==> src/rtl/dit_pkg.sv <==
package dit_pkg;

    localparam int DIT_CNT_W = 16;

    typedef enum logic {
        MODE_COUNT    = 1'b0,
        MODE_EXTERNAL = 1'b1
    } dit_mode_e;

    typedef struct packed {
        logic      enable;
        dit_mode_e mode;
        logic      run;
    } dit_ctrl_t;

    function automatic logic dit_rising(input logic cur, input logic prev);
        return cur & ~prev;
    endfunction

endpackage

==> src/rtl/dit_rise_detect.sv <==
module dit_rise_detect (
    input  logic clk,
    input  logic sig,
    output logic rise
);
    import dit_pkg::*;

    logic sig_q;

    // Follows the line even during reset so the first post-reset edge is judged
    // against the real previous level.
    always_ff @(posedge clk) begin
        sig_q <= sig;
    end

    assign rise = dit_rising(sig, sig_q);

endmodule

==> src/rtl/dit_interval_counter.sv <==
module dit_interval_counter #(
    parameter int CNT_W = dit_pkg::DIT_CNT_W
) (
    input  logic             clk,
    input  logic             rst,
    input  logic             disarm,
    input  logic             start,
    input  logic             tick,
    input  logic [CNT_W-1:0] interval,
    output logic             hit
);
    logic [CNT_W-1:0] count_q;
    logic [CNT_W-1:0] count_nx;
    logic             armed_q;
    logic             interval_nz;

    assign count_nx    = count_q + CNT_W'(1);
    assign interval_nz = |interval;
    assign hit         = armed_q && tick && !start && !disarm
                         && interval_nz && (count_nx == interval);

    always_ff @(posedge clk) begin
        if (rst) begin
            count_q <= '0;
            armed_q <= 1'b0;
        end else if (disarm) begin
            count_q <= '0;
            armed_q <= 1'b0;
        end else if (start) begin
            count_q <= '0;
            armed_q <= 1'b1;
        end else if (armed_q && tick) begin
            count_q <= hit ? '0 : count_nx;
        end
    end

endmodule

==> src/rtl/dit_trig_select.sv <==
module dit_trig_select (
    input  logic               clk,
    input  logic               rst,
    input  dit_pkg::dit_ctrl_t ctrl,
    input  logic               cnt_hit,
    input  logic               ext_rise,
    output logic               trig
);
    import dit_pkg::*;

    logic trig_d;

    always_comb begin
        trig_d = 1'b0;
        if (ctrl.enable) begin
            unique case (ctrl.mode)
                MODE_EXTERNAL: trig_d = ext_rise;
                MODE_COUNT:    trig_d = cnt_hit;
                default:       trig_d = 1'b0;
            endcase
        end
    end

    always_ff @(posedge clk) begin
        if (rst) trig <= 1'b0;
        else     trig <= trig_d;
    end

endmodule

==> src/rtl/dit_dac_interval_trig.sv <==
module dit_dac_interval_trig #(
    parameter int CNT_W = dit_pkg::DIT_CNT_W
) (
    input  logic             clk,
    input  logic             rst,
    input  logic             cfg_enable,
    input  logic             cfg_ext_mode,
    input  logic [CNT_W-1:0] cfg_interval,
    input  logic             count_en,
    input  logic             trig_start,
    input  logic             run,
    input  logic             ext_trig,
    output logic             dac_trig
);
    import dit_pkg::*;

    dit_ctrl_t ctrl;
    logic      disarm;
    logic      cnt_hit;
    logic      ext_rise;

    assign ctrl.enable = cfg_enable;
    assign ctrl.mode   = dit_mode_e'(cfg_ext_mode);
    assign ctrl.run    = run;

    assign disarm = !ctrl.enable || (ctrl.mode == MODE_EXTERNAL) || !ctrl.run;

    dit_rise_detect u_ext_edge (
        .clk  (clk),
        .sig  (ext_trig),
        .rise (ext_rise)
    );

    dit_interval_counter #(.CNT_W(CNT_W)) u_counter (
        .clk      (clk),
        .rst      (rst),
        .disarm   (disarm),
        .start    (trig_start),
        .tick     (count_en),
        .interval (cfg_interval),
        .hit      (cnt_hit)
    );

    dit_trig_select u_select (
        .clk      (clk),
        .rst      (rst),
        .ctrl     (ctrl),
        .cnt_hit  (cnt_hit),
        .ext_rise (ext_rise),
        .trig     (dac_trig)
    );

endmodule

==> config.mk <==
export PLATFORM = sky130hd
export DESIGN_NAME = dit_dac_interval_trig
export DESIGN_NICKNAME = d
export VERILOG_FILES = /design/src/rtl/dit_pkg.sv /design/src/rtl/dit_rise_detect.sv /design/src/rtl/dit_interval_counter.sv /design/src/rtl/dit_trig_select.sv /design/src/rtl/dit_dac_interval_trig.sv
export SDC_FILE = /design/constraint.sdc
export NUM_CORES = 1
export LEC_CHECK = 0
export BUFFER_PORTS_ARGS = -buffer_cell sky130_fd_sc_hd__buf_2
export CORE_AREA = 3 3 58 60
export DETAILED_ROUTE_END_ITERATION = 12
export DIE_AREA = 0 0 61 63
export PLACE_DENSITY_LB_ADDON = 0.12
export SETUP_SLACK_MARGIN = 0.05
export SYNTH_ARGS = -nofsm -noshare
export SYNTH_HDL_FRONTEND = slang
export SYNTH_SLANG_ARGS = --single-unit
==> constraint.sdc <==
create_clock -name clk -period 3.3 [get_ports clk]
set_clock_uncertainty 0.2 [all_clocks]
set_input_delay 0.165 -clock clk [delete_from_list [all_inputs] [get_ports clk]]
set_output_delay 0.165 -clock clk [all_outputs]
set_load 0.01 [all_outputs]
# Word level (Yosys, flattened, before mapping)
# Cells that the tools add are included.
# totals
regBits,19
input_bits,24
out_inout_bits,1
word_cells,27
# op_classes
addsub,1
eq_ne,1
muxes,2
n_bitwise,4
reduce_logical,15
# op_table
operator,count
"adder 16 x 1 -> 16 bit, second input constant",1
equality test 16 bit,1
two-way mux 16 bit,1
OR reduction 16 bit,1
logical AND 1 bit,5
logical NOT 1 bit,4
OR reduction 2 bit,2
NOT 1 bit,3
OR reduction 3 bit,1
logical OR 1 bit,2
case mux 1 bit (2 select lines),1
AND 1 bit,1

# Longest topological paths before layout
# Gate-level depths: netlist (run 1).
# logic_depth
ltp_word,8
ltp_mapped,10
depth_no_buf,7

# Hierarchy
# From an unflattened synthesis (run 1), not the netlist that was laid out.
# hier_totals
cells_unflattened,220
hier_area_um2,1651.6
# modules_own_cells
mod,n_inst,cells_each,area_per_inst_um2,seq_area_each_um2
dit_interval_counter,1,214,1567.8,340.3
dit_trig_select,1,3,42.5,20.0
dit_rise_detect,1,2,33.8,20.0
dit_dac_interval_trig,1,1,7.5,0.0

# Worst setup path before layout (run 1)
# Ideal clock, no wire load.
# synth_path
path_type,reg2reg
start,register u_counter.count_q[1]
end,register u_counter.count_q[10]
setup_ns,0.139
t_arrival_ns,2.159
t_required_ns,2.961
slack_ns,0.802
path_stages_with_launch,10
path_buffers,2
period_less_slack_ns,2.498
cell_sequence,dfxtp_1 -> ha_1 -> nand3_1 -> or4_4 -> xnor2_1 -> nor4_1 -> and4_1 -> buf_6 -> buf_8 -> nor3_1
# synth_between
elab_chain_len,4
# synth_lines
item,line,text
start: declaration,dit_interval_counter.sv:12,logic [CNT_W-1:0] count_q;
start signal: assignment,dit_interval_counter.sv:33,count_q <= hit ? '0 : count_nx;
adder 16 x 1 -> 16 bit *,dit_interval_counter.sv:17,assign count_nx = count_q + CNT_W'(1);
equality test 16 bit,dit_interval_counter.sv:20,&& interval_nz && (count_nx == interval);
logical AND 1 bit,dit_interval_counter.sv:20,
two-way mux 16 bit *,dit_interval_counter.sv:33,
# Mark *: on every way between the ends. The rest lies on a longest branch, timed or not.
# A chain may end at the register's enable or synchronous reset.

# Final worst setup path (run 1)
# layout_path
start,register u_counter.count_q[0]
end,register u_counter.count_q[6]
# The elaborated chain is that of the path after synthesis.

==> flow_metrics.py, run 1 <==
metrics = {
    "grt": {
        "grtUsageTotal_pct": 21.9,
        "grt_start_max_net_pins": 19,
        "grt_overflow": 0,
        "grt_pass1_wl_mm": 6.46,
        "antenna_found_initial": 0,
        "grt_pass1_vias": 1412,
    },
    "yosys": {
        "synth_area_um2": 1580,
        "ys_top_cells_by_area": "dfxtp_1, xnor2_1, nor4_2, mux2i_1, nor2_1",
        "synth_area_leader_cell": "dfxtp_1",
        "yosysSeqAreaShare_pct": 24.1,
        "synth_top_area_share_pct": 24.1,
        "ys.warnings.count": 0,
        "ys_seq_elements": 19,
        "ys.flop_type": "dfxtp_1",
        "synth_nets": 217,
        "async_flop_share_pct": 0,
        "synth_edf_count": 0,
        "syn_area_per_cell_um2": 8.23,
        "synth_cell_types": 45,
        "synthCells": 192,
    },
    "final_layout": {
        "drive_gt1_share_pct": 24.9,
        "area_growth_pct": 11.7,
        "multi_input_comb_area_um2": 1100,
        "fillers": 274,
        "seq_area_um2": 380,
        "nets": 239,
        "antenna_cells": 0,
        "fin_cells": 246,
    },
    "placed_design": {
        "hpwl_mm": 2.96,
        "pre_cts_ws_ps": 282,
        "dp.cells": 236,
        "gp_congestion": 0.919,
        "numPortBuffers": 24,
    },
    "critical_path": {
        "arrival_ps": 2950,
        "cpMaxStageDelayCell": "dfxtp_1",
        "worstPathRequired_ps": 3270,
        "crit_path_end_kind": "register",
        "cp_top_family": "simple AND/OR/NAND/NOR gates",
        "slowest_delay_ps": 560,
        "cp_num_buf_inv": 1,
        "cpMostUsedCell": "nor4_1",
        "crit_fanout": 11,
        "critical_path.cell_chain": "ha_2 > nand3_1 > or4_4 > xnor2_1 > nor4_1 > and4_1 > buf_4 > nor4_1",
        "crit_type": "register to register",
        "cp-start-kind": "register",
    },
    "floorplan": {
        "die_y_um": 63,
        "core-area_um2": 2980,
        "fp.dieW_um": 61,
        "dieArea_um2": 3840,
        "num_rows": 20,
        "ioPinCount": 25,
        "floorplan.initialDensity_pct": 53.1,
    },
    "pwr": {
        "leakagePower_nw": 0.542,
        "p_per_area_nw_per_um2": 232,
        "ir_drop_mv": 0.250,
        "power_w": 0.000409,
    },
    "cts": {
        "clockBufferDepth": 2,
        "cts_setup_buffers": 0,
        "root_buffer": "clkbuf_4",
        "htreeDepth": 1,
        "tritoncts": "yes",
        "cts_inserted_buffers": 3,
        "clkTransAtPathRegs_ps": 120,
        "cts.sinks": 19,
        "clk_latency_ps": 310,
    },
    "sta": {
        "period_share_pct": 90.4,
        "hold_violations": 0,
        "period_needed_ps": 2980,
        "fin_ws_ps": 316,
        "fmax_mhz": 335,
        "setup_viol": 0,
        "relSlewSlack_pct": 49.1,
        "tightestPinTransition_ps": 763,
        "slew_viol_final": 0,
        "setup_tns_ps": 0,
        "rsz0062_at_grt": "false",
    },
    "worst_hold_path": {
        "min_path_type": "input port to register",
    },
    "detailed_routing": {
        "drt_first_pass_iters": 4,
        "drtAntennaViolNets": 0,
        "drc": 0,
        "drt_wl_total_mm": 3.78,
        "vias": 1461,
        "via_per_inst": 5.94,
        "drtIter0Drc": 99,
        "wl_per_cell_um": 15.4,
    },
    "status": {
        "status": "finished, final reports clean",
    },
    "flow_run": {
        "maxCapViolations": 0,
    },
}
==> path summary, 6_finish.rpt <==
check,start,endpoint,slack (ps),cells past startpoint
max,u_counter.count_q[0],u_counter.count_q[6],320,8
min reg2reg,u_ext_edge.sig_q,u_select.trig,310,2
max reg2reg,u_counter.count_q[0],u_counter.count_q[6],320,8
min,count_en,u_counter.count_q[0],10,4
==> worst min-delay path: cells and delay by family <==
kind                   cells  cell delay [ps]
AO/OA/AOI/OAI              1               60
buffers and inverters      1              100
AND/OR/NAND/NOR            2              160
==> flip-flops by register name (all words and copies together), names as in the netlist <==
name,flops
u_ext_edge.sig_q,1
u_counter.count_q,16
u_counter.armed_q,1
u_select.trig,1
==> cells in the mapped netlist, drive strengths merged (6+ instances only) <==
cell	count
clkbuf	6
dfxtp	19
mux2i	9
nand2	16
nand4	10
nor2	20
buf	11
nand3	12
o21ai	6
xnor2	17
nor3	9
nor4	21
==> cell families (layout without fill, tap and decap cells) <==
kind of cell / count (synthesis) / count (layout) / synth area share (%)
AOI/OAI and AO/OA: 17 / 17 / 8.31
muxes: 9 / 9 / 5.70
buffers and inverters: 19 / 40 / 6.73
and+or+nand+nor: 105 / 105 / 42.2
adders and majority gates: 1 / 1 / 0.792
xor gates and xnor gates: 22 / 22 / 12.2
DFF: 19 / 19 / 24.1
==> power by group <==
part           internal [W]  switching [W]  total [W]
clock network     0.0000463      0.0000802   0.000126
logic             0.0000275      0.0000247  0.0000522
registers          0.000230    0.000000401   0.000231
total              0.000304       0.000105   0.000409
==> repair_timing <==
item	in CTS	in global routing
endpoints found under the setup margin	0	14
hold endpoints to repair	3	0
gates resized for setup	0	1
hold buffers	6	0
==> stage by stage <==
step | hold WS, ps | util (%) | instance area, um^2
floorplan | -7.28 | - | 1580
global placement | 82.6 | 56.2 | 1670
detailed placement | 85.9 | 56.2 | 1670
CTS | 1.66 | 59.2 | 1760
global route | 56.7 | 59.3 | 1770
finish | 11.9 | 59.3 | 1770
==> placed cells by master, fill, tap and decap left out, types with 2 or more instances in the layout <==
cell type and count:
buf_2 24, nor2_1 19, dfxtp_1 19, xnor2_1 17, nand2_1 16, nand3_1 11
nor4_1 11, nor4_2 9, mux2i_1 9, nor3_1 8, nand4_1 8, o21ai_0 6
dlygate4sd3_1 6, nand2b_1 5, xor2_1 5, buf_4 4, clkbuf_4 3, a2111oi_2 2
inv_1 2, and3_1 2, nand3b_1 2, o2bb2ai_1 2
==> area by class of cell <==
class / instances / area share (%)
Clock buffer: 3 / 1.28
Clock inverter: 1 / 0.425
Inverter: 2 / 0.425
Multi-Input combinational cell: 154 / 62.1
Sequential cell: 19 / 21.5
Tap cell: 33 / 2.34
Timing Repair Buffer: 34 / 11.9
==> metal layers <==
layer  wire length, um  share of wire, %  GRT usage (%)  vias up
li1                  -                 -              -      746
met1              1620                43           28.0      666
met2              1900                50           36.9       43
met3               204               5.4           2.07        6
met4                58               1.5           7.86        0
met5                 0                 0              0        -
No activity file was read; power rests on OpenSTA's default activity.
==> run 2, diff against run 1 <==
- PLACE_DENSITY: unset -> 0.85
- PLACE_DENSITY_LB_ADDON: 0.12 -> unset
- RECOVER_POWER: unset -> 25
==> run 2 against run 1 <==
Non-clock buffer count rose by 1. Wire length fell by 0.42%. Critical endpoint is now u_counter.count_q[7]. Critical path depth did not move. Design area rose by 0.14%. Sequential power barely moved. Largest cell class unchanged. Fmax rose by 0.71%. Global-route usage fell by 0.93 points.
==> flow_metrics.py, run 2 (synthesized netlist as in run 1, its figures left out) <==
metrics = {
    "status": {
        "status": "finished, final reports clean",
    },
    "cts": {
        "clk_latency_ps": 320,
        "cts_inserted_buffers": 3,
        "root_buffer": "clkbuf_4",
        "clockBufferDepth": 2,
        "cts.sinks": 19,
        "htreeDepth": 1,
        "clkTransAtPathRegs_ps": 140,
        "tritoncts": "yes",
        "cts_setup_buffers": 0,
    },
    "detailed_routing": {
        "via_per_inst": 5.98,
        "drtIter0Drc": 97,
        "drt_first_pass_iters": 4,
        "wl_per_cell_um": 15.2,
        "drc": 0,
        "drt_wl_total_mm": 3.77,
        "drtAntennaViolNets": 0,
        "vias": 1477,
    },
    "floorplan": {
        "floorplan.initialDensity_pct": 53.1,
        "core-area_um2": 2980,
        "dieArea_um2": 3840,
        "ioPinCount": 25,
        "num_rows": 20,
        "die_y_um": 63,
        "fp.dieW_um": 61,
    },
    "final_layout": {
        "largest_reg_flops": 16,
        "final_cell_mix": "buf_2, nor2_1, dfxtp_1, xnor2_1, nand2_1",
        "drive_gt1_share_pct": 22.9,
        "top_register": "u_counter.count_q",
        "multi_input_comb_area_um2": 1090,
        "antenna_cells": 0,
        "fillers": 272,
        "nets": 240,
        "area_growth_pct": 11.9,
        "final_common_cell": "buf_2",
        "seq_area_um2": 380,
    },
    "critical_path": {
        "crit_fanout": 11,
        "cpMostUsedCell": "nor4_1",
        "cp_top_family": "simple AND/OR/NAND/NOR gates",
        "critical_path.cell_chain": "ha_2 > nand3_1 > or4_1 > xnor2_1 > nor4_1 > and4_1 > buf_4 > nor4_1",
        "arrival_ps": 2940,
        "cp-start-kind": "register",
        "crit_type": "register to register",
        "worstPathRequired_ps": 3280,
        "cpMaxStageDelayCell": "or4_1",
        "crit_path_end_kind": "register",
        "slowest_delay_ps": 580,
        "cp_num_buf_inv": 1,
        "reg2reg_slack_ps": 340,
    },
    "pwr": {
        "leakagePower_nw": 0.535,
        "ir_drop_mv": 0.184,
        "p_per_area_nw_per_um2": 238,
    },
    "sta": {
        "tightestPinTransition_ps": 738,
        "rsz0062_at_grt": "false",
        "hold_violations": 0,
        "relSlewSlack_pct": 50.8,
        "whs_ps": 114,
        "setup_viol": 0,
        "period_share_pct": 89.8,
        "slew_viol_final": 0,
        "period_needed_ps": 2960,
        "fmax_mhz": 337,
        "setup_tns_ps": 0,
    },
    "grt": {
        "grtUsageTotal_pct": 21.0,
        "grt_pass1_wl_mm": 6.29,
        "antenna_found_initial": 0,
        "grt_start_max_net_pins": 19,
        "grt_pass1_vias": 1407,
        "grt_overflow": 0,
    },
    "worst_hold_path": {
        "min_path_type": "input port to register",
    },
    "placed_design": {
        "numPortBuffers": 24,
        "hpwl_mm": 2.79,
        "gp_congestion": 0.902,
    },
    "flow_run": {
        "maxCapViolations": 0,
    },
}
==> run 2: changes by cell type in the layout (fill, tap and decap cells not counted), sizes merged <==
cell / change
clkbuf: +3
dlygate4sd3: +1
buf: -3
==> run 2: layout make-up <==
class	count	area share (%)
clock buffer	3	1.27
clock inverter	1	0.425
inverter	2	0.425
multi-input combinational	154	61.8
sequential	19	21.5
tap	33	2.34
timing repair buffer	35	12.2
==> run 2: worst paths after layout <==
path / end / from / depth (start not counted)
worst max-delay path: u_counter.count_q[7] / u_counter.count_q[0] / 8
worst min register to register: u_select.trig / u_ext_edge.sig_q / 2
worst max register to register: u_counter.count_q[7] / u_counter.count_q[0] / 8
worst min-delay path: u_select.trig / cfg_interval[7] / 4
==> run 2: per-stage QoR <==
stage / instance area (um^2) / power [W] / utilization, % / setup WS (ps) / std cells
floorplan: 1580 / 0.000259 / - / 802 / 192
global placement: 1670 / 0.000282 / 56.2 / 406 / 236
detailed placement: 1670 / 0.000282 / 56.2 / 309 / 236
CTS: 1770 / 0.000421 / 59.5 / 296 / 247
global route: 1770 / 0.000433 / 59.4 / 114 / 247
finish: 1770 / 0.000421 / 59.4 / 337 / 247
==> run 2: routing by layer <==
layer	GRT usage (%)	share of wire, %	wire length [um]	up-vias
met5	0	0	0	-
met4	6.78	0.29	11	0
met3	2.69	7.0	264	2
met2	34.0	50	1870	61
met1	28.0	43	1620	665
li1	-	-	-	749
==> run 2: worst min-delay path, delay by kind of cell <==
kind	cells	cell delay [ps]
AND/OR/NAND/NOR	1	150
buffers and inverters	1	120
AO/OA/AOI/OAI	2	180
==> run 2: repair_timing <==
| item | in CTS | in global routing |
|---|---|---|
| setup endpoints to repair | 0 | 1 |
| hold buffers | 7 | 0 |
| hold endpoints to repair | 5 | 0 |
| gates resized for setup | 0 | 1 |
==> run 2: power by group <==
group          internal, W  switching [W]
sequential        0.000230    0.000000419
clock            0.0000463      0.0000911
combinational    0.0000279      0.0000248
total             0.000305       0.000116
==> run 3, diff against run 2 <==
- ABC_AREA: unset -> 1
==> run 3 against run 2 <==
Cell count rose by 38%. Hold slack improved by 93 ps. Fmax rose by 2.8%. Setup slack improved by 80 ps. Area after synthesis rose by 1.2%. Sequential share of layout area fell by 0.61 points. Non-clock buffer count fell by 4. Clock power fell by 9%. Global-route usage rose by 0.97 points. First-iteration DRC count did not move. Utilization rose by 1.7 points.
==> flow_metrics.py, run 3 <==
metrics = {
    "pwr": {
        "switching_share_pct": 25.9,
        "p_sw_w": 0.000105,
        "internal_power_w": 0.000300,
        "p_comb_share_pct": 12.0,
        "clkPwrFrac_pct": 30.9,
        "leakagePower_nw": 0.718,
        "seqPwrFrac_pct": 57.0,
        "p_per_area_nw_per_um2": 222,
        "ir_drop_mv": 0.161,
    },
    "critical_path": {
        "crit_type": "register to register",
        "cp-start-kind": "register",
        "critical_path.cell_chain": "ha_1 > nand3_1 > nor2_1 > nand2_1 > nand3_1 > nand2_1 > inv_1 > nand3_1 > nor2_1 > nand3_4 > a21oi_2 > dlygate4sd3_1",
        "timing.rr.start": "u_counter.count_q[0]",
        "crit_path_end_kind": "register",
        "cp_top_family": "simple AND/OR/NAND/NOR gates",
        "cpMaxStageDelayCell": "dlygate4sd3_1",
        "arrival_ps": 2940,
        "worstPathRequired_ps": 3350,
        "crit_fanout": 17,
        "reg2regPathDepth": 12,
        "cp_num_buf_inv": 2,
        "slowest_delay_ps": 540,
        "startpoint": "u_counter.count_q[0]",
        "r2r-end": "u_select.trig",
        "cpMostUsedCell": "nand3_1",
        "reg2reg_slack_ps": 420,
    },
    "final_layout": {
        "fillers": 314,
        "fin_cells": 340,
        "nets": 333,
        "drive_gt1_share_pct": 13.0,
        "multi_input_comb_area_um2": 1060,
        "antenna_cells": 0,
        "final_common_cell": "nand2_1",
        "top_register": "u_counter.count_q",
        "largest_reg_flops": 16,
        "final_cell_mix": "nand2_1, nor2_1, inv_1, nand3_1, buf_2",
        "area_growth_pct": 13.8,
        "seq_area_um2": 380,
        "utilization_pct": 61.1,
    },
    "detailed_routing": {
        "via_per_inst": 5.21,
        "drt_wl_total_mm": 3.80,
        "wl_per_cell_um": 11.2,
        "drtIter0Drc": 97,
        "vias": 1771,
        "drt_first_pass_iters": 4,
        "drc": 0,
        "drtAntennaViolNets": 0,
    },
    "cts": {
        "cts.sinks": 19,
        "cts_inserted_buffers": 3,
        "htreeDepth": 1,
        "clk_latency_ps": 300,
        "clockBufferDepth": 2,
        "root_buffer": "clkbuf_4",
        "tritoncts": "yes",
        "clkTransAtPathRegs_ps": 120,
    },
    "grt": {
        "grtUsageTotal_pct": 21.9,
        "grt_overflow": 0,
        "grt_pass1_wl_mm": 6.67,
        "antenna_found_initial": 0,
        "grt_start_max_net_pins": 34,
        "grt_pass1_vias": 1607,
    },
    "worst_hold_path": {
        "min_path_type": "input port to register",
        "min_to": "u_counter.count_q[9]",
        "min_path_cells": 5,
        "min-delay-start": "count_en",
    },
    "floorplan": {
        "num_rows": 20,
        "fp.dieW_um": 61,
        "floorplan.initialDensity_pct": 53.7,
        "dieArea_um2": 3840,
        "ioPinCount": 25,
        "core-area_um2": 2980,
        "die_y_um": 63,
    },
    "placed_design": {
        "hpwl_mm": 2.86,
        "numPortBuffers": 24,
        "dp.cells": 330,
        "pre_cts_ws_ps": 988,
        "gp_congestion": 0.855,
    },
    "yosys": {
        "ys_seq_elements": 19,
        "synth_common_cells": "nand2_1, nor2_1, inv_1, nand3_1, a21oi_1",
        "synth_edf_count": 0,
        "syn_area_per_cell_um2": 5.75,
        "async_flop_share_pct": 0,
        "synth_area_leader_cell": "dfxtp_1",
        "yosysMostFrequentCell": "nand2_1",
        "ys.warnings.count": 0,
        "ys_top_cells_by_area": "dfxtp_1, nand2_1, nor2_1, nand3_1, inv_1",
        "synthCells": 278,
        "synth_area_um2": 1600,
        "synth_top_area_share_pct": 23.8,
        "yosysSeqAreaShare_pct": 23.8,
        "synth_cell_types": 27,
        "ys.flop_type": "dfxtp_1",
        "synth_nets": 303,
    },
    "sta": {
        "slew_viol_final": 0,
        "setup_viol": 0,
        "period_share_pct": 87.4,
        "fmax_mhz": 347,
        "period_needed_ps": 2880,
        "hold_violations": 0,
        "rsz0062_at_grt": "false",
        "relSlewSlack_pct": 62.5,
        "fin_ws_ps": 417,
        "setup_tns_ps": 0,
        "whs_ps": 207,
        "tightestPinTransition_ps": 562,
    },
    "status": {
        "status": "finished, final reports clean",
    },
    "flow_run": {
        "maxCapViolations": 0,
    },
}
-- run 3: cell count changes in the layout (fill, tap and decap cells not counted), sizes merged, moves of 14 or more --
cell   previous run  this run
xnor2            17         3
nor4             21         0
nand3            12        26
inv               2        31
a21oi             1        22
nand2            16       102
nor2             20        44
-- run 3: stage by stage --
| step | cell area (um^2) | power (W) |
|---|---|---|
| 2_1_floorplan | 1600 | 0.000257 |
| 3_3_place_gp | 1740 | 0.000279 |
| 3_5_place_dp | 1740 | 0.000280 |
| 4_1_cts | 1820 | 0.000405 |
| 5_1_grt | 1820 | 0.000422 |
| 6_report | 1820 | 0.000404 |
-- run 3: power by group through the flow --
stage               Combinational, W  Clock (W)  Sequential, W
floorplan                  0.0000216          0       0.000236
global placement           0.0000433          0       0.000236
detailed placement         0.0000441          0       0.000236
CTS                        0.0000485   0.000126       0.000231
global route               0.0000557   0.000135       0.000231
finish                     0.0000487   0.000125       0.000231
-- run 3: timing repair --
item                                   4_1_cts  5_1_grt
resized for setup                            0        0
buffers inserted                             0        0
hold buffers                                 6        0
endpoints found under the hold margin        3        0
-- run 3: logic make-up after synthesis --
family          after synthesis  share of synthesized area, %
compound gates               28                          9.47
simple gates                184                          51.2
xor+xnor                      8                          5.32
flops                        19                          23.8
buf+inv                      38                          9.47
fa+ha+maj                     1                         0.782
-- run 3: cell type report --
type,instances,share of cell area (%)
clock buffer,3,1.24
clock inverter,1,0.275
inverter,32,6.60
multi-input combinational,221,58.5
sequential,19,20.9
tap,33,2.27
timing repair buffer,31,10.2
-- run 3: metal layers --
| layer | up-vias | part of all wire [%] | global-route usage (%) |
|---|---|---|---|
| met5 | - | 0 | 0 |
| met4 | 0 | 0.71 | 4.61 |
| met3 | 2 | 6.3 | 2.48 |
| met2 | 50 | 50 | 37.7 |
| met1 | 779 | 43 | 28.7 |
| li1 | 940 | - | - |
-- run 3: worst max path at each step --
stage | endpoint | cells past startpoint
2_1_floorplan | u_counter.count_q[11] | 11
3_3_place_gp | u_counter.count_q[11] | 12
3_5_place_dp | u_counter.count_q[1] | 12
4_1_cts | u_select.trig | 12
5_1_grt | u_select.trig | 12
6_report | u_select.trig | 12
-- run 3: worst register-to-register path, cell delays in order, from the launching register on --
cell           delay, ps
dfxtp_1              440
ha_1                 220
nand3_1              140
nor2_1               280
nand2_1              130
nand3_1              120
nand2_1               60
inv_1                 50
nand3_1               80
nor2_1               170
nand3_4              230
a21oi_2              180
dlygate4sd3_1        540
